<file path="src/rtl/nalu_pkg.sv">
package nalu_pkg;
  localparam int OP_W = 5;

  localparam logic [1:0] G_ADD = 2'b00;
  localparam logic [1:0] G_SUB = 2'b01;
  localparam logic [1:0] G_CMP = 2'b10;
  localparam logic [1:0] G_LOG = 2'b11;

  typedef enum logic [2:0] {
    U_NONE, U_ARITH, U_CMP, U_LOGIC, U_SHIFT
  } unit_e;

  typedef enum logic [2:0] {
    C_NEVER, C_CARRY, C_EQ, C_NE, C_NOBRW, C_BRW, C_ALL1, C_ALL0
  } cond_e;

  typedef enum logic [1:0] {
    L_AND, L_OR, L_XOR
  } lfn_e;

  typedef struct packed {
    unit_e unit;
    logic  imm_form;
    logic  cin_en;
    logic  is_sub;
    cond_e cond;
    logic  wr;
    lfn_e  lfn;
  } ctrl_t;
endpackage

</file>
<file path="src/rtl/nalu_decode.sv">
module nalu_decode
  import nalu_pkg::*;
(
  input  logic [OP_W-1:0] op_i,
  output ctrl_t           ctrl_o
);
  logic [1:0] grp;
  logic [2:0] sub;

  assign grp = op_i[4:3];
  assign sub = op_i[2:0];

  always_comb begin
    ctrl_o          = '0;
    ctrl_o.unit     = U_NONE;
    ctrl_o.cond     = C_NEVER;
    ctrl_o.lfn      = L_AND;
    unique case (grp)
      G_ADD, G_SUB: begin
        ctrl_o.unit     = U_ARITH;
        ctrl_o.is_sub   = (grp == G_SUB);
        ctrl_o.imm_form = sub[2];
        ctrl_o.cin_en   = sub[1];
        ctrl_o.cond     = sub[0] ? C_CARRY : C_NEVER;
        ctrl_o.wr       = 1'b1;
      end
      G_CMP: begin
        ctrl_o.unit   = U_CMP;
        ctrl_o.is_sub = 1'b1;
        unique case (sub)
          3'd0: begin ctrl_o.imm_form = 1'b0; ctrl_o.cond = C_EQ;    end
          3'd1: begin ctrl_o.imm_form = 1'b1; ctrl_o.cond = C_EQ;    end
          3'd2: begin ctrl_o.imm_form = 1'b1; ctrl_o.cond = C_NE;    end
          3'd3: begin ctrl_o.imm_form = 1'b0; ctrl_o.cond = C_NOBRW; end
          3'd4: begin ctrl_o.imm_form = 1'b1; ctrl_o.cond = C_NOBRW; end
          3'd5: begin ctrl_o.imm_form = 1'b1; ctrl_o.cond = C_BRW;   end
          3'd6: begin ctrl_o.imm_form = 1'b1; ctrl_o.cond = C_ALL1;  end
          default: begin ctrl_o.imm_form = 1'b1; ctrl_o.cond = C_ALL0; end
        endcase
      end
      default: begin
        if (sub[2:1] == 2'b11) begin
          if (!sub[0]) begin
            ctrl_o.unit = U_SHIFT;
            ctrl_o.wr   = 1'b1;
          end
        end else begin
          ctrl_o.unit     = U_LOGIC;
          ctrl_o.imm_form = sub[0];
          ctrl_o.wr       = 1'b1;
          unique case (sub[2:1])
            2'b00:   ctrl_o.lfn = L_AND;
            2'b01:   ctrl_o.lfn = L_OR;
            default: ctrl_o.lfn = L_XOR;
          endcase
        end
      end
    endcase
  end
endmodule

</file>
<file path="src/rtl/nalu_arith.sv">
// Single shared adder: add, subtract and compare all run through it.
module nalu_arith #(
  parameter int DATA_W = 4
) (
  input  logic [DATA_W-1:0] a_i,
  input  logic [DATA_W-1:0] b_i,
  input  logic              cin_i,
  input  logic              is_sub_i,
  output logic [DATA_W-1:0] res_o,
  output logic              cout_o,  // carry for add, borrow for subtract
  output logic              zero_o
);
  localparam int SUM_W = DATA_W + 1;

  logic [DATA_W-1:0] b_eff;
  logic              c_eff;
  logic [SUM_W-1:0]  sum;

  assign b_eff  = is_sub_i ? ~b_i : b_i;
  assign c_eff  = is_sub_i ? ~cin_i : cin_i;
  assign sum    = {1'b0, a_i} + {1'b0, b_eff} + {{DATA_W{1'b0}}, c_eff};
  assign res_o  = sum[DATA_W-1:0];
  assign cout_o = is_sub_i ? ~sum[DATA_W] : sum[DATA_W];
  assign zero_o = (res_o == '0);
endmodule

</file>
<file path="src/rtl/nalu_logic.sv">
module nalu_logic
  import nalu_pkg::*;
#(
  parameter int DATA_W = 4
) (
  input  logic [DATA_W-1:0] a_i,
  input  logic [DATA_W-1:0] b_i,
  input  lfn_e              lfn_i,
  input  logic              flag_i,
  output logic [DATA_W-1:0] lres_o,
  output logic [DATA_W-1:0] shres_o,
  output logic              shflag_o,
  output logic              all1_o,
  output logic              all0_o
);
  logic [DATA_W-1:0] masked;

  always_comb begin
    unique case (lfn_i)
      L_OR:    lres_o = a_i | b_i;
      L_XOR:   lres_o = a_i ^ b_i;
      default: lres_o = a_i & b_i;
    endcase
  end

  // rotate right through the flag
  assign shres_o  = {flag_i, a_i[DATA_W-1:1]};
  assign shflag_o = a_i[0];

  assign masked = a_i & b_i;
  assign all1_o = (masked == b_i);
  assign all0_o = (masked == '0);
endmodule

</file>
<file path="src/rtl/nalu_skip.sv">
module nalu_skip
  import nalu_pkg::*;
(
  input  cond_e cond_i,
  input  logic  cout_i,
  input  logic  zero_i,
  input  logic  all1_i,
  input  logic  all0_i,
  output logic  skip_o
);
  always_comb begin
    unique case (cond_i)
      C_CARRY: skip_o = cout_i;
      C_EQ:    skip_o = zero_i;
      C_NE:    skip_o = ~zero_i;
      C_NOBRW: skip_o = ~cout_i;
      C_BRW:   skip_o = cout_i;
      C_ALL1:  skip_o = all1_i;
      C_ALL0:  skip_o = all0_i;
      default: skip_o = 1'b0;
    endcase
  end
endmodule

</file>
<file path="src/rtl/nalu_core.sv">
module nalu_core
  import nalu_pkg::*;
#(
  parameter int DATA_W = 4
) (
  input  logic              clk_i,
  input  logic              rst_ni,
  input  logic [OP_W-1:0]   op_i,
  input  logic [DATA_W-1:0] reg_i,
  input  logic [DATA_W-1:0] mem_i,
  input  logic [DATA_W-1:0] imm_i,
  input  logic              flag_i,
  output logic [DATA_W-1:0] res_o,
  output logic              wr_o,
  output logic              dst_mem_o,
  output logic              flag_o,
  output logic              skip_o
);
  ctrl_t             ctrl;
  logic [DATA_W-1:0] opa, opb;
  logic [DATA_W-1:0] ares, lres, shres;
  logic              cout, zero, shflag, all1, all0, skip_d;
  logic [DATA_W-1:0] res_d;
  logic              flag_d;

  nalu_decode u_dec (.op_i(op_i), .ctrl_o(ctrl));

  assign opa = ctrl.imm_form ? mem_i : reg_i;
  assign opb = ctrl.imm_form ? imm_i : mem_i;

  nalu_arith #(.DATA_W(DATA_W)) u_arith (
    .a_i     (opa),
    .b_i     (opb),
    .cin_i   (ctrl.cin_en & flag_i),
    .is_sub_i(ctrl.is_sub),
    .res_o   (ares),
    .cout_o  (cout),
    .zero_o  (zero)
  );

  nalu_logic #(.DATA_W(DATA_W)) u_logic (
    .a_i     (opa),
    .b_i     (opb),
    .lfn_i   (ctrl.lfn),
    .flag_i  (flag_i),
    .lres_o  (lres),
    .shres_o (shres),
    .shflag_o(shflag),
    .all1_o  (all1),
    .all0_o  (all0)
  );

  nalu_skip u_skip (
    .cond_i(ctrl.cond),
    .cout_i(cout),
    .zero_i(zero),
    .all1_i(all1),
    .all0_i(all0),
    .skip_o(skip_d)
  );

  always_comb begin
    res_d  = '0;
    flag_d = flag_i;
    unique case (ctrl.unit)
      U_ARITH: begin res_d = ares;  flag_d = cout;   end
      U_LOGIC: res_d = lres;
      U_SHIFT: begin res_d = shres; flag_d = shflag; end
      default: ;
    endcase
  end

  always_ff @(posedge clk_i or negedge rst_ni) begin
    if (!rst_ni) begin
      res_o     <= '0;
      wr_o      <= 1'b0;
      dst_mem_o <= 1'b0;
      flag_o    <= 1'b0;
      skip_o    <= 1'b0;
    end else begin
      res_o     <= res_d;
      wr_o      <= ctrl.wr;
      dst_mem_o <= ctrl.wr & ctrl.imm_form;
      flag_o    <= flag_d;
      skip_o    <= skip_d;
    end
  end
endmodule

</file>
<file path="config.mk">
export PLATFORM = sky130hd
export DESIGN_NAME = nalu_core
export DESIGN_NICKNAME = d
export VERILOG_FILES = /design/src/rtl/nalu_pkg.sv /design/src/rtl/nalu_decode.sv /design/src/rtl/nalu_arith.sv /design/src/rtl/nalu_logic.sv /design/src/rtl/nalu_skip.sv /design/src/rtl/nalu_core.sv
export SDC_FILE = /design/constraint.sdc
export NUM_CORES = 1
export LEC_CHECK = 0
export ABC_AREA = 1
export BUFFER_PORTS_ARGS = -buffer_cell sky130_fd_sc_hd__buf_4
export CAP_MARGIN = 15
export CORE_ASPECT_RATIO = 0.6
export CORE_MARGIN = 2
export CORE_UTILIZATION = 55
export CTS_BUF_LIST = sky130_fd_sc_hd__clkbuf_4 sky130_fd_sc_hd__clkbuf_8 sky130_fd_sc_hd__clkbuf_16
export CTS_CLUSTER_DIAMETER = 50
export CTS_CLUSTER_SIZE = 8
export DETAILED_ROUTE_END_ITERATION = 8
export GPL_TIMING_DRIVEN = 0
export PLACE_DENSITY = 0.83
export SKIP_LAST_GASP = 1
export SYNTH_ARGS = -nofsm -noshare
export SYNTH_HDL_FRONTEND = slang
export SYNTH_HIERARCHICAL = 1
export SYNTH_SLANG_ARGS = --single-unit
export TNS_END_PERCENT = 20
</file>
<file path="constraint.sdc">
create_clock -name clk_i -period 0.8 [get_ports clk_i]
set_input_delay 0.16 -clock clk_i [delete_from_list [all_inputs] [get_ports clk_i]]
set_output_delay 0.16 -clock clk_i [all_outputs]
set_load 0.005 [all_outputs]
</file>
==> results of run 1 <==
-- synthesized netlist by cell type --
master / count
o211ai_1: 1
xnor2_1: 3
o21ai_0: 4
nand4_1: 6
nor3_1: 4
nor2_1: 15
dfrtp_1: 8
nor3b_2: 2
ha_1: 21
inv_1: 36
xor2_1: 4
fa_1: 2
nor2_4: 1
nor2_2: 2
nand3b_1: 1
nand2_1: 62
nand3_1: 18
a21oi_1: 9
nor3_2: 1
buf_4: 5
nand2_2: 2
o21ai_1: 2
inv_2: 4
buf_2: 3
-- state kept, by name (all words and copies together), names as in the netlist --
signal,cells
wr_o,1
res_o,4
skip_o,1
flag_o,1
dst_mem_o,1
-- stage by stage --
step            util  TNS (ps)  cell area, sq um
2_1_floorplan      -     -8390              1450
3_3_place_gp   0.749    -11290              1690
3_5_place_dp   0.749    -11510              1690
4_1_cts        0.857     -9460              1940
5_1_grt        0.902    -11050              2040
6_report       0.902    -10280              2040
-- metal layers --
layer | global-route usage | wire length [um] | vias up
li1 | - | - | 762
met1 | 0.426 | 1930 | 765
met2 | 0.557 | 2270 | 138
met3 | 0.0457 | 474 | 42
met4 | 0.136 | 310 | 0
met5 | 0 | 0 | -
-- power by group through the flow --
| stage | clock [mW] | combinational (mW) | sequential (mW) |
|---|---|---|---|
| final | 0.479 | 2.27 | 0.504 |
| after global routing | 0.503 | 2.43 | 0.511 |
| after CTS | 0.475 | 1.81 | 0.506 |
| after detailed placement | 0 | 1.51 | 0.511 |
| after global placement | 0 | 1.45 | 0.509 |
| after floorplan | 0 | 1.03 | 0.522 |
-- cell type report --
| class | instances | area (sq um) | area share |
|---|---|---|---|
| Sequential cell | 8 | 200 | 0.0982 |
| Timing Repair Buffer | 44 | 365 | 0.179 |
| Multi-Input combinational cell | 160 | 1160 | 0.569 |
| Tap cell | 30 | 37.5 | 0.0184 |
| Inverter | 40 | 165 | 0.0810 |
| Buffer | 8 | 68.8 | 0.0337 |
| Clock buffer | 3 | 41.3 | 0.0202 |
-- logic make-up after synthesis --
group / count (synthesis) / synth area share
buffers and inverters: 48 / 0.148
AO/OA/AOI/OAI: 16 / 0.0605
AND/OR/NAND/NOR: 114 / 0.378
flip-flops: 8 / 0.147
XOR/XNOR: 7 / 0.0449
adder cells (fa/ha/maj): 23 / 0.222
-- cell usage in the layout, fill, tap and decap left out, drive strengths merged --
| cell | netlist | routed |
|---|---|---|
| nand3b | 1 | 1 |
| nand4 | 6 | 6 |
| o21ai | 6 | 6 |
| inv | 40 | 40 |
| clkbuf | 0 | 3 |
| nor2 | 18 | 18 |
| nor3 | 5 | 5 |
| ha | 21 | 21 |
| nand2 | 64 | 64 |
| buf | 8 | 51 |
| xor2 | 4 | 4 |
| xnor2 | 3 | 3 |
| a21oi | 9 | 9 |
| dfrtp | 8 | 8 |
| nand3 | 18 | 18 |
| nor3b | 2 | 2 |
| fa | 2 | 2 |
| o211ai | 1 | 1 |
| dlygate4sd3 | 0 | 1 |
-- timing repair --
| action | in CTS | in global routing |
|---|---|---|
| setup buffers | 12 | 7 |
| gates resized for setup | 20 | 24 |
| pin swaps | 13 | 19 |
| hold buffers | 1 | 0 |
| cloned | 2 | 0 |
| hold endpoints to repair | 8 | 0 |
| endpoints found under the setup margin | 16 | 16 |
-- how the worst min path moves through the flow --
stage,start,to,cells past startpoint
after floorplan,rst_ni,dst_mem_o,0
after global placement,rst_ni,flag_o,1
after detailed placement,rst_ni,skip_o,1
after CTS,flag_i,flag_o,3
after global routing,flag_i,flag_o,3
final,flag_i,flag_o,3
==> run metrics, run 1 <==
antenna-violating nets left 0; Slew @ Worst Pin 749 ps; overall power 3.25 mW; Hold Fails Final Rpt 0; die area 0.00291 sq mm; TritonCTS clock tree yes; synthesized flop and latch total 8; vias per inst 5.83; Mapped Nets 259; Psw 1.45 mW; Layout area overhead 49.4%; setup ws final -1860 ps; Cell Rows 13; Min-Delay Path Class input pin to register; die width 68.3 um; IO Port Bufs 27; critical path depth 23; Post-Place Worst Slack -2150 ps; total number of vias 1707; Post-Syn Area 0.00137 sq mm; sw frac 0.446; Slew Limit Fails 0; antenna cells 0; CP delay by family, top adder cells; fillers 100; CTS H-tree lvls 1; Fmax achieved 377 MHz; failing checks negative setup slack; synthesized instance count 216; initial antenna violation count 0; dpl cells 273; Worst path max stage delay 390 ps; Pre-Repair DR Iteration Count 5; GRT Overall Usage 0.334; first-pass GRT wire length 7.31 mm; gr ovfl total 0; Worst Setup EP skip_o; root buf cell clkbuf_8; number of global-route vias before repair 1601; clock period minus worst slack 2660 ps; critical path class input pin to register; Setup crit end kind register; Post-Syn Area per Cell 6.32 sq um; non-filler cells, final 293; leading area contributor after synthesis ha_1; critical path cell sequence buf_12 > inv_12 > ha_4 > inv_2 > a21oi_2 > nand2_1 > nand2_2 > buf_6 > buf_8 > nand2_4 > o21ai_4 > xnor2_2 > fa_2 > inv_2 > fa_2 > nand3_2 > nand3_2 > xor2_2 > buf_4 > nand2_2 > nand2_2 > nor2_2 > nand2_1; Worst slew margin 0.497; PwrDens 1590 mW/mm^2; Max clock buf depth 2; WL per Instance 17.0 um; drt drc 0; DRT Wirelength 4.99 mm; clock share of power 0.147; nets@finish 308; CTS clk-pin slew, worst paths 40 ps; share of layout cells above drive strength 1 0.403; most used cell along the critical path nand2_2; worst path required time 920 ps; largest net degree at the start of global routing 9; RSZ-0062 raised after global routing yes; CP startpoint op_i[3]; Hold WS 245 ps; WP data arrival 2770 ps; Peak supply drop 644 uV; CTS buffer count 3; clk sink count 8; P_int 1.80 mW; top cells by area, synth ha_1, nand2_1, dfrtp_1; Gate power share 0.697; Seq/Total Area, Yosys 0.147; outcome finished with violations; Post-DP HPWL 2.93 mm; Chip Height 42.6 um; core box area 0.00226 sq mm; crit start category input pin; final setup violation count 16; sequential power share 0.155; CP max-delay cell fa_2; Initial Utilization 0.604; top-area cell type share of the netlist area 0.192; First DRT Iteration DRCs 151; period utilisation layout 3.32; num ports 28; maximum capacitance violations 0; Unique masters post-synth 24; Ys Warns 6; crit-path max FO 5; RD Place Congestion 0.887; Worst Path Buf+Inv 7; leakage 1.09 nW
No activity file was read; power rests on OpenSTA's default activity.
==> inputs of run 2 (changes only) <==
- CORE_UTILIZATION: 55 -> 46
- PLACE_DENSITY: 0.83 -> 0.72
- SETUP_SLACK_MARGIN: not set -> 0.4
==> run 2 against run 1 <==
Against the previous run:
- the flow finishes with violations (negative hold slack, negative setup slack)
- via count shrank 13%
- fmax grew 2.6%
- sequential power is essentially flat
- total power is essentially flat
- wire length shrank 22%
- critical endpoint unchanged
- largest cell class unchanged
==> run metrics, run 2 (synthesized netlist as in run 1, its figures left out) <==
final setup violation count 15 (-1); crit start category input pin; CTS buffer count 3 (unchanged); fillers 224 (+120%); Worst path max stage delay 360 ps (-30 ps); CTS H-tree lvls 1 (unchanged); WL per Instance 12.6 um (-26%); antenna cells 0 (unchanged); commonest non-fill, non-tap cell in the layout nand2_1; WP data arrival 2750 ps (-20 ps); core box area 0.00285 sq mm (+26%); critical path class input pin to register; Max clock buf depth 2 (unchanged); clock period minus worst slack 2590 ps (-67.8 ps); root buf cell clkbuf_8; max reg flops 4 (unchanged); number of global-route vias before repair 1268 (-21%); clk sink count 8 (unchanged); DRT Wirelength 3.90 mm (-22%); Post-DP HPWL 2.55 mm (-13%); Worst Setup EP skip_o; RSZ-0062 raised after global routing yes; maximum capacitance violations 0 (unchanged); Post-Place Worst Slack -2120 ps (+29.5 ps); initial antenna violation count 0 (unchanged); Chip Height 46.2 um (+8.5%); antenna-violating nets left 0 (unchanged); Worst slew margin 0.466 (-0.0315); failing checks negative hold slack, negative setup slack; total number of vias 1486 (-13%); outcome finished with violations; period utilisation layout 3.23 (-0.0848); Slew @ Worst Pin 796 ps (+46.9 ps); First DRT Iteration DRCs 106 (-30%); worst path required time 960 ps (+40 ps); Cell Rows 15 (+2); drt drc 0 (unchanged); leakage 1.14 nW (+4.9%); RD Place Congestion 0.841 (-5.1%); CP max-delay cell fa_2; non-filler cells, final 310 (+5.8%); Reg with most FFs res_o; Hold Fails Final Rpt 8 (+8); Setup crit end kind register; setup ws final -1790 ps (+67.8 ps); dpl cells 285 (+4.4%); Pre-Repair DR Iteration Count 4 (-1); vias per inst 4.79 (-18%); crit-path max FO 5 (unchanged); most frequent cells in the layout nand2_1, buf_4, inv_1, ha_1, nor2_1; Layout area overhead 54.1%; GRT Overall Usage 0.217 (-0.116); CP startpoint op_i[3]; die width 74.3 um (+8.8%); nets@finish 313 (+1.6%); overall power 3.25 mW (about the same); PwrDens 1540 mW/mm^2 (-3.1%); num ports 28 (unchanged); Min-Delay Path Class input pin to async pin; Fmax achieved 386 MHz (+2.6%); Initial Utilization 0.479 (-0.125); Slew Limit Fails 0 (unchanged); largest net degree at the start of global routing 9 (unchanged); TritonCTS clock tree yes; CTS clk-pin slew, worst paths 40 ps (about the same); IO Port Bufs 27 (unchanged); Hold WS -257 ps (-501 ps); first-pass GRT wire length 5.62 mm (-23%); gr ovfl total 0 (unchanged); Peak supply drop 745 uV (+16%); die area 0.00343 sq mm (+18%); critical path cell sequence buf_12 > inv_12 > ha_4 > inv_2 > a21oi_2 > nand2_1 > nand2_1 > buf_6 > buf_8 > nand2_4 > o21ai_4 > xnor2_2 > fa_2 > inv_2 > fa_2 > buf_4 > xnor2_2 > nand2_2 > nor2_4 > inv_2 > nor3_2 > nor2_1 > nand2_1; share of layout cells above drive strength 1 0.410 (+0.00741)
==> run 2: critical path, delay by kind of cell <==
family,cells,cell delay (ps)
compound gates,2,200
xor+xnor,2,350
fa+ha+maj,3,700
buf+inv,8,710
simple gates,8,630
==> run 2: what timing repair did <==
action / CTS / global route
setup endpoints to repair: 16 / 16
endpoints found under the hold margin: 8 / 8
resized for setup: 15 / 25
setup buffers: 15 / 6
cloned: 1 / 0
pin swaps: 15 / 13
==> run 2: worst min-delay path by stage <==
stage / endpoint / cells past startpoint / slack (ps)
2_1_floorplan: dst_mem_o / 0 / -140
3_3_place_gp: wr_o / 1 / -20
3_5_place_dp: wr_o / 1 / -20
4_1_cts: wr_o / 1 / -260
5_1_grt: res_o[3] / 1 / -260
6_report: flag_o / 1 / -260
==> run 2: final cells by class <==
| cell class | instances | area (sq um) | area share |
|---|---|---|---|
| timing repair buffer | 49 | 452 | 0.215 |
| clock buffer | 3 | 41.3 | 0.0196 |
| sequential | 8 | 200 | 0.0952 |
| inverter | 40 | 165 | 0.0785 |
| buffer | 8 | 68.8 | 0.0327 |
| multi-input combinational | 160 | 1120 | 0.534 |
| tap | 42 | 52.6 | 0.0250 |
==> run 2: stage by stage <==
stage | setup TNS (ps) | instance area (sq um) | util
finish | -10110 | 2100 | 0.737
global route | -11200 | 2100 | 0.737
CTS | -9490 | 1980 | 0.693
detailed placement | -11220 | 1730 | 0.605
global placement | -11170 | 1730 | 0.605
floorplan | -8390 | 1470 | -
==> run 2: layer usage <==
layer,share of wire,global-route usage,vias up
met5,0,0,-
met4,0.014,0.0750,0
met3,0.055,0.0197,6
met2,0.46,0.334,49
met1,0.47,0.320,656
li1,-,-,775
==> run 2: power breakdown <==
| group | leakage [nW] | switching, mW | internal (mW) | total, mW |
|---|---|---|---|---|
| logic | 1.02 | 1.18 | 1.12 | 2.29 |
| registers | 0.103 | 0.0167 | 0.484 | 0.501 |
| clock network | 0.0216 | 0.130 | 0.323 | 0.453 |
| total | 1.14 | 1.32 | 1.92 | 3.25 |
